**config.mk**
```make
export PLATFORM = sky130hd
export DESIGN_NAME = idle_coord
export DESIGN_NICKNAME = d
export VERILOG_FILES = /design/src/rtl/idle_coord_pkg.sv /design/src/rtl/idle_req_merge.sv /design/src/rtl/idle_spine_gate.sv /design/src/rtl/idle_seq_fsm.sv /design/src/rtl/idle_coord.sv
export SDC_FILE = /design/constraint.sdc
export NUM_CORES = 1
export LEC_CHECK = 0
export ABC_AREA = 1
export BUFFER_PORTS_ARGS = -buffer_cell sky130_fd_sc_hd__buf_4
export CORE_ASPECT_RATIO = 1.5
export CORE_MARGIN = 5
export CORE_UTILIZATION = 36
export CTS_CLUSTER_DIAMETER = 40
export CTS_CLUSTER_SIZE = 28
export DETAILED_ROUTE_END_ITERATION = 10
export PLACE_DENSITY = 0.58
export SLEW_MARGIN = 20
export SYNTH_ARGS = -nofsm -noshare
export SYNTH_HDL_FRONTEND = slang
export SYNTH_SLANG_ARGS = --single-unit
export TNS_END_PERCENT = 100
```
**constraint.sdc**
```tcl
create_clock -name clk -period 2.2 [get_ports clk]
set_clock_uncertainty 0.1 [all_clocks]
set_input_delay 0.33 -clock clk [delete_from_list [all_inputs] [get_ports clk]]
set_output_delay 0.33 -clock clk [all_outputs]
set_load 0.05 [all_outputs]
```
**src/rtl/idle_coord_pkg.sv**
```systemverilog
package idle_coord_pkg;

    localparam int STATE_W = 3;
    localparam logic [STATE_W-1:0] LVL_ACTIVE = 3'd0;
    localparam logic [STATE_W-1:0] LVL_DEEPEST = 3'd4;
    localparam logic [STATE_W-1:0] LVL_ENTRY_MIN = 3'd2;

    typedef enum logic [2:0] {
        SEQ_RUN,
        SEQ_ENTRY,
        SEQ_SLEEP,
        SEQ_RESTORE,
        SEQ_WAKE
    } seq_e;

    typedef struct packed {
        logic entry_req;
        logic force_shared;
    } seq_ctl_t;

    function automatic logic [STATE_W-1:0] clamp_req(input logic [STATE_W-1:0] r);
        return (r > LVL_DEEPEST) ? LVL_DEEPEST : r;
    endfunction

    function automatic logic [STATE_W-1:0] shallower(input logic [STATE_W-1:0] a,
                                                     input logic [STATE_W-1:0] b);
        return (a < b) ? a : b;
    endfunction

endpackage

```
**src/rtl/idle_req_merge.sv**
```systemverilog
module idle_req_merge
    import idle_coord_pkg::*;
#(
    parameter int NCORE = 2
) (
    input  logic                     clk,
    input  logic                     rst,
    input  logic [NCORE*STATE_W-1:0] req_i,
    output logic [NCORE*STATE_W-1:0] req_q_o,
    output logic [STATE_W-1:0]       pkg_o
);

    logic [NCORE*STATE_W-1:0] req_q;
    logic [STATE_W-1:0]       pkg_q;
    logic [STATE_W-1:0]       floor_d;
    logic                     any_active;
    logic                     steady;

    always_comb begin
        floor_d    = LVL_DEEPEST;
        any_active = 1'b0;
        for (int i = 0; i < NCORE; i++) begin
            floor_d = shallower(floor_d, clamp_req(req_i[i*STATE_W +: STATE_W]));
            if (req_i[i*STATE_W +: STATE_W] == LVL_ACTIVE) begin
                any_active = 1'b1;
            end
        end
        steady = (req_i == req_q);
    end

    always_ff @(posedge clk) begin
        if (rst) begin
            req_q <= '0;
            pkg_q <= LVL_ACTIVE;
        end else begin
            req_q <= req_i;
            if (any_active) begin
                pkg_q <= LVL_ACTIVE;
            end else if (steady) begin
                pkg_q <= floor_d;
            end
        end
    end

    assign req_q_o = req_q;
    assign pkg_o   = pkg_q;

endmodule

```
**src/rtl/idle_spine_gate.sv**
```systemverilog
module idle_spine_gate
    import idle_coord_pkg::*;
#(
    parameter int NCORE  = 2,
    parameter int BUSY_W = 2
) (
    input  logic                     clk,
    input  logic                     rst,
    input  logic [NCORE*STATE_W-1:0] req_i,
    input  logic [STATE_W-1:0]       pkg_i,
    input  logic [BUSY_W-1:0]        busy_i,
    input  logic                     keep_i,
    input  logic                     force_on_i,
    output logic [NCORE-1:0]         core_en_o,
    output logic                     shared_en_o
);

    for (genvar g = 0; g < NCORE; g++) begin : g_core_spine
        logic en_q;
        always_ff @(posedge clk) begin
            if (rst) begin
                en_q <= 1'b1;
            end else begin
                en_q <= (req_i[g*STATE_W +: STATE_W] == LVL_ACTIVE);
            end
        end
        assign core_en_o[g] = en_q;
    end

    logic all_idle;
    logic traffic_quiet;

    assign all_idle      = (pkg_i != LVL_ACTIVE);
    assign traffic_quiet = (busy_i == '0);
    assign shared_en_o   = !(all_idle && traffic_quiet && !keep_i && !force_on_i);

endmodule

```
**src/rtl/idle_seq_fsm.sv**
```systemverilog
module idle_seq_fsm
    import idle_coord_pkg::*;
#(
    parameter int NCORE = 2
) (
    input  logic                     clk,
    input  logic                     rst,
    input  logic [STATE_W-1:0]       pkg_i,
    input  logic [NCORE*STATE_W-1:0] req_q_i,
    input  logic                     stop_i,
    input  logic                     break_i,
    output seq_ctl_t                 ctl_o,
    output logic [NCORE-1:0]         wake_o
);

    seq_e state_q;
    seq_e state_d;
    logic deep_enough;

    assign deep_enough = (pkg_i >= LVL_ENTRY_MIN);

    always_comb begin
        state_d = state_q;
        case (state_q)
            SEQ_RUN: begin
                if (deep_enough) state_d = SEQ_ENTRY;
            end
            SEQ_ENTRY: begin
                if (break_i)           state_d = SEQ_RESTORE;
                else if (stop_i)       state_d = SEQ_SLEEP;
                else if (!deep_enough) state_d = SEQ_RUN;
            end
            SEQ_SLEEP: begin
                if (!stop_i) state_d = SEQ_RESTORE;
            end
            SEQ_RESTORE: state_d = SEQ_WAKE;
            SEQ_WAKE:    state_d = SEQ_RUN;
            default:     state_d = SEQ_RUN;
        endcase
    end

    always_ff @(posedge clk) begin
        if (rst) begin
            state_q <= SEQ_RUN;
        end else begin
            state_q <= state_d;
        end
    end

    always_comb begin
        ctl_o.entry_req    = (state_q == SEQ_ENTRY) || (state_q == SEQ_SLEEP);
        ctl_o.force_shared = (state_q == SEQ_RESTORE) || (state_q == SEQ_WAKE);
        for (int i = 0; i < NCORE; i++) begin
            wake_o[i] = (state_q == SEQ_WAKE) &&
                        (req_q_i[i*STATE_W +: STATE_W] != LVL_ACTIVE);
        end
    end

endmodule

```
**src/rtl/idle_coord.sv**
```systemverilog
module idle_coord
    import idle_coord_pkg::*;
#(
    parameter int NCORE  = 2,
    parameter int BUSY_W = 2
) (
    input  logic                     clk,
    input  logic                     rst,
    input  logic [NCORE*STATE_W-1:0] core_req_i,
    input  logic [BUSY_W-1:0]        shared_busy_i,
    input  logic                     keep_shared_i,
    input  logic                     plat_stop_i,
    input  logic                     break_i,
    output logic [NCORE-1:0]         core_clk_en_o,
    output logic                     shared_clk_en_o,
    output logic [STATE_W-1:0]       pkg_state_o,
    output logic                     plat_entry_req_o,
    output logic [NCORE-1:0]         core_wake_o
);

    logic [NCORE*STATE_W-1:0] req_q;
    logic [STATE_W-1:0]       pkg_lvl;
    seq_ctl_t                 seq_ctl;

    idle_req_merge #(.NCORE(NCORE)) u_merge (
        .clk     (clk),
        .rst     (rst),
        .req_i   (core_req_i),
        .req_q_o (req_q),
        .pkg_o   (pkg_lvl)
    );

    idle_seq_fsm #(.NCORE(NCORE)) u_seq (
        .clk     (clk),
        .rst     (rst),
        .pkg_i   (pkg_lvl),
        .req_q_i (req_q),
        .stop_i  (plat_stop_i),
        .break_i (break_i),
        .ctl_o   (seq_ctl),
        .wake_o  (core_wake_o)
    );

    idle_spine_gate #(.NCORE(NCORE), .BUSY_W(BUSY_W)) u_gate (
        .clk         (clk),
        .rst         (rst),
        .req_i       (core_req_i),
        .pkg_i       (pkg_lvl),
        .busy_i      (shared_busy_i),
        .keep_i      (keep_shared_i),
        .force_on_i  (seq_ctl.force_shared),
        .core_en_o   (core_clk_en_o),
        .shared_en_o (shared_clk_en_o)
    );

    assign pkg_state_o      = pkg_lvl;
    assign plat_entry_req_o = seq_ctl.entry_req;

endmodule

```
======== After elaboration in Yosys (flattened, before gate mapping) ========
Index checks and enable logic that the tools add are counted.
operators by class
  order comparisons ....................... 5
  eq/ne operators ......................... 8
  multiplexer cells ....................... 12
  reductions and logical operators ........ 19
operators by type and width
  kind                                                                      count
  3-bit two-way mux                                                         9
  3-bit case mux with 4 select lines                                        1
  3-bit logical NOT                                                         3
  3-bit nonzero test                                                        3
  3-bit by 2-bit equality test with 1-bit output (second input constant)    2
  6-bit equality test                                                       1
  3-bit > comparator (second input constant)                                2
  1-bit logical AND                                                         5
  4-bit inequality test (second input constant)                             1
  3-bit by 1-bit equality test with 1-bit output (second input constant)    1
  3-bit equality test (second input constant)                               1
  3-bit by 2-bit >= comparator with 1-bit output (second input constant)    1
  1-bit logical NOT                                                         3
  3-bit < comparator                                                        1
  3-bit < comparator (first input constant)                                 1
  3-bit AND reduction                                                       1
  2-bit logical NOT                                                         1
  1-bit logical OR                                                          2
  1-bit two-way mux                                                         2
  2-bit by 1-bit inequality test with 1-bit output (second input constant)  1
  2-bit inequality test (second input constant)                             1
  2-bit OR reduction                                                        1
word-level totals
  register bits after elaboration ......... 14
  output and inout port bits .............. 9

======== Depth between registers and ports, before layout ========
Gate-level depths: netlist of run 1.
  word-level depth ........................ 6
  gate-level depth with buffers ........... 12
  mapped depth without buffers ............ 12

======== By module ========
From an unflattened synthesis of run 1, not the netlist that was laid out.
unflattened totals
  cells, all modules ...................... 141
  area, all modules ....................... 827.0 sq um
by module, submodules not included
  module           instances  cells each  area each (sq um)
  idle_req_merge   1          85          504.2
  idle_seq_fsm     1          37          210.2
  idle_spine_gate  1          19          112.6

======== Least setup slack after synthesis of run 1 ========
Ideal clock, no wire load.
  kind .................................... register to output
  from .................................... register u_merge.pkg_q[2] (netlist: u_merge.pkg_o[2])
  to ...................................... output shared_clk_en_o
  arrival ................................. 1.681 ns
  required time ........................... 1.770 ns
  path slack .............................. 0.089 ns
  cell stages (with the launch flop) ...... 3
  path through ............................ dfxtp_1 > or2_2 > o2111ai_1
between the ends
  cells in the longest elaborated chain, start to end .. 5
ends and longest elaborated chain
  item                             RTL line               source
  start: declaration               idle_req_merge.sv:14   logic [STATE_W-1:0] pkg_q;
  start signal: assignment         idle_req_merge.sv:40   pkg_q <= floor_d;
  3-bit nonzero test               idle_spine_gate.sv:33  assign all_idle = (pkg_i != LVL_ACTIVE);
  1-bit logical AND (3 in series)  idle_spine_gate.sv:35  assign shared_en_o = !(all_idle && traffic_quiet && !keep_i && !force_on_i);
  1-bit logical NOT                idle_spine_gate.sv:35
  end: declaration                 idle_coord.sv:15       output logic shared_clk_en_o,
Every way passes these cells.

======== Final worst setup path of run 1 ========
Ends and elaborated chain as after synthesis.

==> impl_metrics.json, run 1 <==
{
  "path_clk_slew_ns": 0.08,
  "critPathKind": "flip-flop to output pin",
  "ys_ff_latch": 14,
  "setup_viol": 0,
  "relSlewSlack_pct": 84.5,
  "die_width_microns": 48.7,
  "syn2layout_area_growth_pct": 25.1,
  "startpoint": "u_merge.pkg_o[2]",
  "rows": 21,
  "postLayoutCoreUtil_pct": 46.4,
  "cp_max_fo": 3,
  "synth.top_cell.area_share_pct": 34.7,
  "hold_class": "primary input to flip-flop",
  "synth-main-ff-cell": "dfxtp_1",
  "place_ws_ns": 0.593,
  "grt_max_degree": 11,
  "synthCells": 126,
  "cpLargestDelayFamily": "flip-flops",
  "hold_end": "u_merge.req_q_o[3]",
  "end_kind": "output pin",
  "setup_tns_ns": 0,
  "synth.avg_cell_area_sq_um": 6.41,
  "initial_core_util_pct": 37.1,
  "synth_cell_type_count": 25,
  "hold_buffers": 0,
  "clock_latency_ns": 0.27,
  "hp-start": "rst",
  "synth_area_sq_um": 808,
  "gr-total-overflow": 0,
  "async_reset_ff_share_pct": 0,
  "finalNetCount": 164,
  "ioPinCount": 22,
  "cts-buffers-inserted": 3,
  "cap_violations": 0,
  "critPathMaxStageDelay_ns": 0.33,
  "ff2ff_path_depth": 9,
  "grt_pass1_vias": 836,
  "synth_edf_count": 0,
  "die_h_microns": 68.0,
  "dp_hpwl_mm": 1.57,
  "wire_per_inst_microns": 11.0,
  "place_congestion": 0.764,
  "worst_slew_pin_slew_ns": 0.233,
  "synthTopCellsByCount": "35 x nand2_1, 20 x inv_1, 14 x dfxtp_1",
  "p_leak_nw": 0.534,
  "cts_sinks": 14,
  "drtIter0Drc": 19,
  "synth.most_common_cell": "nand2_1",
  "fin_ws_ns": 0.428,
  "required_ns": 1.77,
  "fin_hold_ws_ns": 0.197,
  "hold_viol": 0,
  "ctsLongestPathBuffers": 2,
  "synth_area_leaders": "dfxtp_1 35%, nand2_1 16%, inv_1 9.3%",
  "fmax_ghz": 0.564,
  "status": "complete, no violations",
  "critPathArrivalTime_ns": 1.34,
  "min_period_ns": 1.77,
  "track_usage_pct": 12.9,
  "routed_wl_mm": 1.87,
  "antenna_found_initial": 0,
  "hold_depth": 2,
  "cp_cell_sequence": "or2_2 > o2111ai_1 > buf_4",
  "htree_levels": 1,
  "tritoncts": "yes",
  "cts_root_buffer": "clkbuf_4",
  "ant_nets": 0,
  "die-area_sq_um": 3310,
  "n_antenna_cell": 0,
  "final.period_utilization_pct": 80.5,
  "numPortBuffers": 21,
  "vias": 806,
  "critPathBufInv": 1,
  "cts_setup_buffers": 0,
  "slew_viol_final": 0,
  "cts_resized": 0,
  "synth_top_area_cell": "dfxtp_1",
  "yosysWarnings": 0,
  "reg2reg_slack_ns": 0.97,
  "seq_area_frac_synth_pct": 34.7,
  "grt_pass1_wl_mm": 3.45,
  "ir_drop_uv": 268,
  "dr.pass1.iters": 4,
  "final_layout_size_suffix_gt1_share_pct": 25.7,
  "power_density_nw_per_um2": 592,
  "r2r_start": "u_merge.req_q_o[2]",
  "r2r-end": "u_merge.pkg_o[0]",
  "startpoint_type": "flip-flop",
  "cp_slowest_cell": "dfxtp_1",
  "coreArea_sq_um": 2180,
  "drc_errors": 0,
  "rsz0062_at_grt": "false",
  "synth_nets": 141,
  "vias_per_cell": 4.71
}
## where the power goes
group	total (mW)	internal [mW]	switching [mW]
Combinational	0.141	0.0520	0.0893
Sequential	0.274	0.266	0.00752
Clock	0.183	0.101	0.0827
## how the worst max path moves through the flow
stage / end / slack [ns] / cells after the start
after floorplan: shared_clk_en_o / 0.09 / 2
after global placement: u_merge.pkg_o[1] / 0.63 / 13
after detailed placement: u_merge.pkg_o[1] / 0.59 / 12
after CTS: shared_clk_en_o / 0.42 / 3
after global routing: core_wake_o[0] / 0.32 / 4
final: shared_clk_en_o / 0.43 / 3
## routing by layer
metal / wire length [microns] / global-route usage (%)
met3: 79 / 2.83
met2: 1020 / 25.5
met1: 755 / 12.8
met4: 19 / 5.05
met5: 0 / 0
## registers in the layout, indices dropped and copies added, names as in the netlist
signal and flops:
u_merge.req_q_o 6, u_merge.pkg_o 3, u_seq.state_q 3, u_gate.g_core_spine.en_q 2
## stage by stage
| stage | instances | total power [mW] | instance area (sq um) |
|---|---|---|---|
| 2_1_floorplan | 126 | 0.378 | 808 |
| 3_3_place_gp | 167 | 0.419 | 975 |
| 3_5_place_dp | 167 | 0.422 | 975 |
| 4_1_cts | 171 | 0.605 | 1010 |
| 5_1_grt | 171 | 0.643 | 1010 |
| 6_report | 171 | 0.598 | 1010 |
## area by class of cell
class / count / area, sq um
clock buffers: 4 / 36.3
flip-flops and latches: 14 / 280
inverters: 25 / 93.8
repair buffers: 21 / 158
multi-input cells: 84 / 414
well taps: 23 / 28.8
fillers: 236 / 1170
## worst reg2reg max path, delay by kind of cell, from the launching register on
| kind | cells | cell delay [ns] |
|---|---|---|
| buffers and inverters | 1 | 0.06 |
| AND/OR/NAND/NOR | 8 | 0.62 |
| flip-flops | 1 | 0.34 |
## cells by family after synthesis
| kind of cell | count (synthesis) | share of synthesized area, % |
|---|---|---|
| and+or+nand+nor | 66 | 35.8 |
| AOI/OAI and AO/OA | 16 | 12.4 |
| buffers and inverters | 28 | 14.1 |
| adders and majority gates | 2 | 3.10 |
| DFF | 14 | 34.7 |
## cell usage in the layout (no fill, tap or decap), types with 2 or more instances in the layout
cell,synthesis,layout
nand2_1,35,35
inv_2,5,5
nor2_1,12,12
buf_4,2,21
nor3_1,2,2
clkbuf_4,0,3
nor2_2,2,2
a21oi_2,2,2
dfxtp_1,14,14
ha_1,2,2
o21ai_0,3,3
inv_1,20,20
a31oi_1,2,2
nand3_1,10,10
a21oi_1,4,4
No activity file was read; power rests on OpenSTA's default activity.
==> inputs of run 2 (changes only) <==
Settings changed: PLACE_DENSITY 0.58 to 0.61.
Clock period 2.2 ns to 1.6 ns, I/O delays scaled along.
==> impl_metrics.json, run 2 (synthesized netlist as in run 1, its figures left out) <==
{
  "relSlewSlack_pct": 79.3,
  "largest_reg_flops": 6,
  "hold_buffers": 0,
  "gr-total-overflow": 0,
  "die_width_microns": 48.7,
  "fmax_ghz": 0.635,
  "p_leak_nw": 0.550,
  "power.share.switching_pct": 32.0,
  "pwr-share-seq_pct": 48.5,
  "vias": 831,
  "ctsLongestPathBuffers": 2,
  "power_density_nw_per_um2": 715,
  "power_frac_comb_pct": 26.6,
  "wire_per_inst_microns": 11.0,
  "initial_core_util_pct": 37.1,
  "final_cell_mix": "34 x nand2_1, 20 x inv_1, 20 x buf_4, 11 x nor2_1, 10 x nand3_1",
  "syn2layout_area_growth_pct": 35.3,
  "ioPinCount": 22,
  "grt_pass1_wl_mm": 3.30,
  "clockPowerShare_pct": 24.8,
  "drtIter0Drc": 13,
  "slew_viol_final": 0,
  "cts_sinks": 14,
  "final.period_utilization_pct": 98.3,
  "dp_hpwl_mm": 1.58,
  "cp_max_fo": 3,
  "grt_pass1_vias": 802,
  "final_layout_size_suffix_gt1_share_pct": 33.6,
  "final_common_cell": "nand2_1",
  "drc_errors": 0,
  "startpoint_type": "flip-flop",
  "clock_latency_ns": 0.28,
  "cts-buffers-inserted": 3,
  "rsz0062_at_grt": "true",
  "finalNetCount": 166,
  "n_fill_cell": 210,
  "n_antenna_cell": 0,
  "setup_viol": 0,
  "antenna_found_initial": 0,
  "worst_slew_pin_slew_ns": 0.308,
  "critPathKind": "flip-flop to output pin",
  "vias_per_cell": 4.83,
  "cts_root_buffer": "clkbuf_4",
  "routed_wl_mm": 1.89,
  "switchingPower_mw": 0.250,
  "hold_viol": 0,
  "track_usage_pct": 12.6,
  "grt_max_degree": 11,
  "fin_hold_ws_ns": 0.0968,
  "dr.pass1.iters": 4,
  "status": "complete, no violations",
  "die_h_microns": 68.0,
  "min_period_ns": 1.57,
  "internal-power_mw": 0.532,
  "ant_nets": 0,
  "end_kind": "output pin",
  "critPathArrivalTime_ns": 1.23,
  "path_clk_slew_ns": 0.08,
  "die-area_sq_um": 3310,
  "coreArea_sq_um": 2180,
  "required_ns": 1.26,
  "ir_drop_uv": 621,
  "hold_class": "primary input to flip-flop",
  "numPortBuffers": 21,
  "tritoncts": "yes",
  "place_congestion": 0.812,
  "rows": 21,
  "power_mw": 0.782,
  "setup_tns_ns": 0,
  "htree_levels": 1,
  "cap_violations": 0,
  "postLayoutCoreUtil_pct": 50.1
}
-- run 2: cell count changes in the layout (fill, tap and decap cells not counted), sizes merged --
cell,change
buf,+2
clkbuf,-1
-- run 2: final timing paths --
| check | startpoint | to | slack, ns | cells after the start |
|---|---|---|---|---|
| min | core_req_i[4] | u_merge.req_q_o[4] | 0.1 | 3 |
| min reg2reg | u_merge.pkg_o[1] | u_merge.pkg_o[1] | 0.45 | 4 |
| max reg2reg | u_merge.req_q_o[0] | u_merge.pkg_o[0] | 0.37 | 9 |
| max | u_merge.pkg_o[2] | shared_clk_en_o | 0.03 | 3 |
-- run 2: power groups by stage --
stage / clock [mW] / combinational [mW] / sequential (mW)
final: 0.194 / 0.208 / 0.379
after global routing: 0.213 / 0.232 / 0.382
after CTS: 0.200 / 0.203 / 0.377
after detailed placement: 0 / 0.200 / 0.384
after global placement: 0 / 0.197 / 0.384
after floorplan: 0 / 0.136 / 0.386
-- run 2: per-layer routing --
metal  vias to the layer above  GRT usage, %  share of wire [%]
met5                         -             0                  0
met2                        28          24.3                 54
met1                       359          12.3                 38
met4                         0          6.06                1.3
li1                        440             -                  -
met3                         4          3.27                6.9
-- run 2: layout make-up --
| type | instances | area [sq um] | area share, % |
|---|---|---|---|
| clock buffers | 3 | 22.5 | 2.06 |
| inverters | 25 | 93.8 | 8.58 |
| multi-input cells | 84 | 475 | 43.5 |
| flip-flops and latches | 14 | 289 | 26.4 |
| well taps | 23 | 28.8 | 2.63 |
| repair buffers | 23 | 184 | 16.8 |
-- run 2: timing repair --
action                                  4_1_cts  5_1_grt
setup buffers                                 0        1
endpoints found under the setup margin        3        3
gates cloned                                  0        0
resized for setup                             5       12
pin swaps                                     0        1
-- run 2: stage by stage --
step / std cells / instance area [sq um] / setup slack (ns)
2_1_floorplan: 126 / 827 / -0.109
3_3_place_gp: 168 / 1000 / 0.125
3_5_place_dp: 168 / 1000 / 0.0686
4_1_cts: 171 / 1040 / 0.00213
5_1_grt: 172 / 1090 / -0.0257
6_report: 172 / 1090 / 0.0264
-- run 2: worst max-delay path, cell delays in order, from the launching register on --
cell and delay (ns):
dfxtp_2 0.33, or2_4 0.27, o2111ai_4 0.18, buf_6 0.18
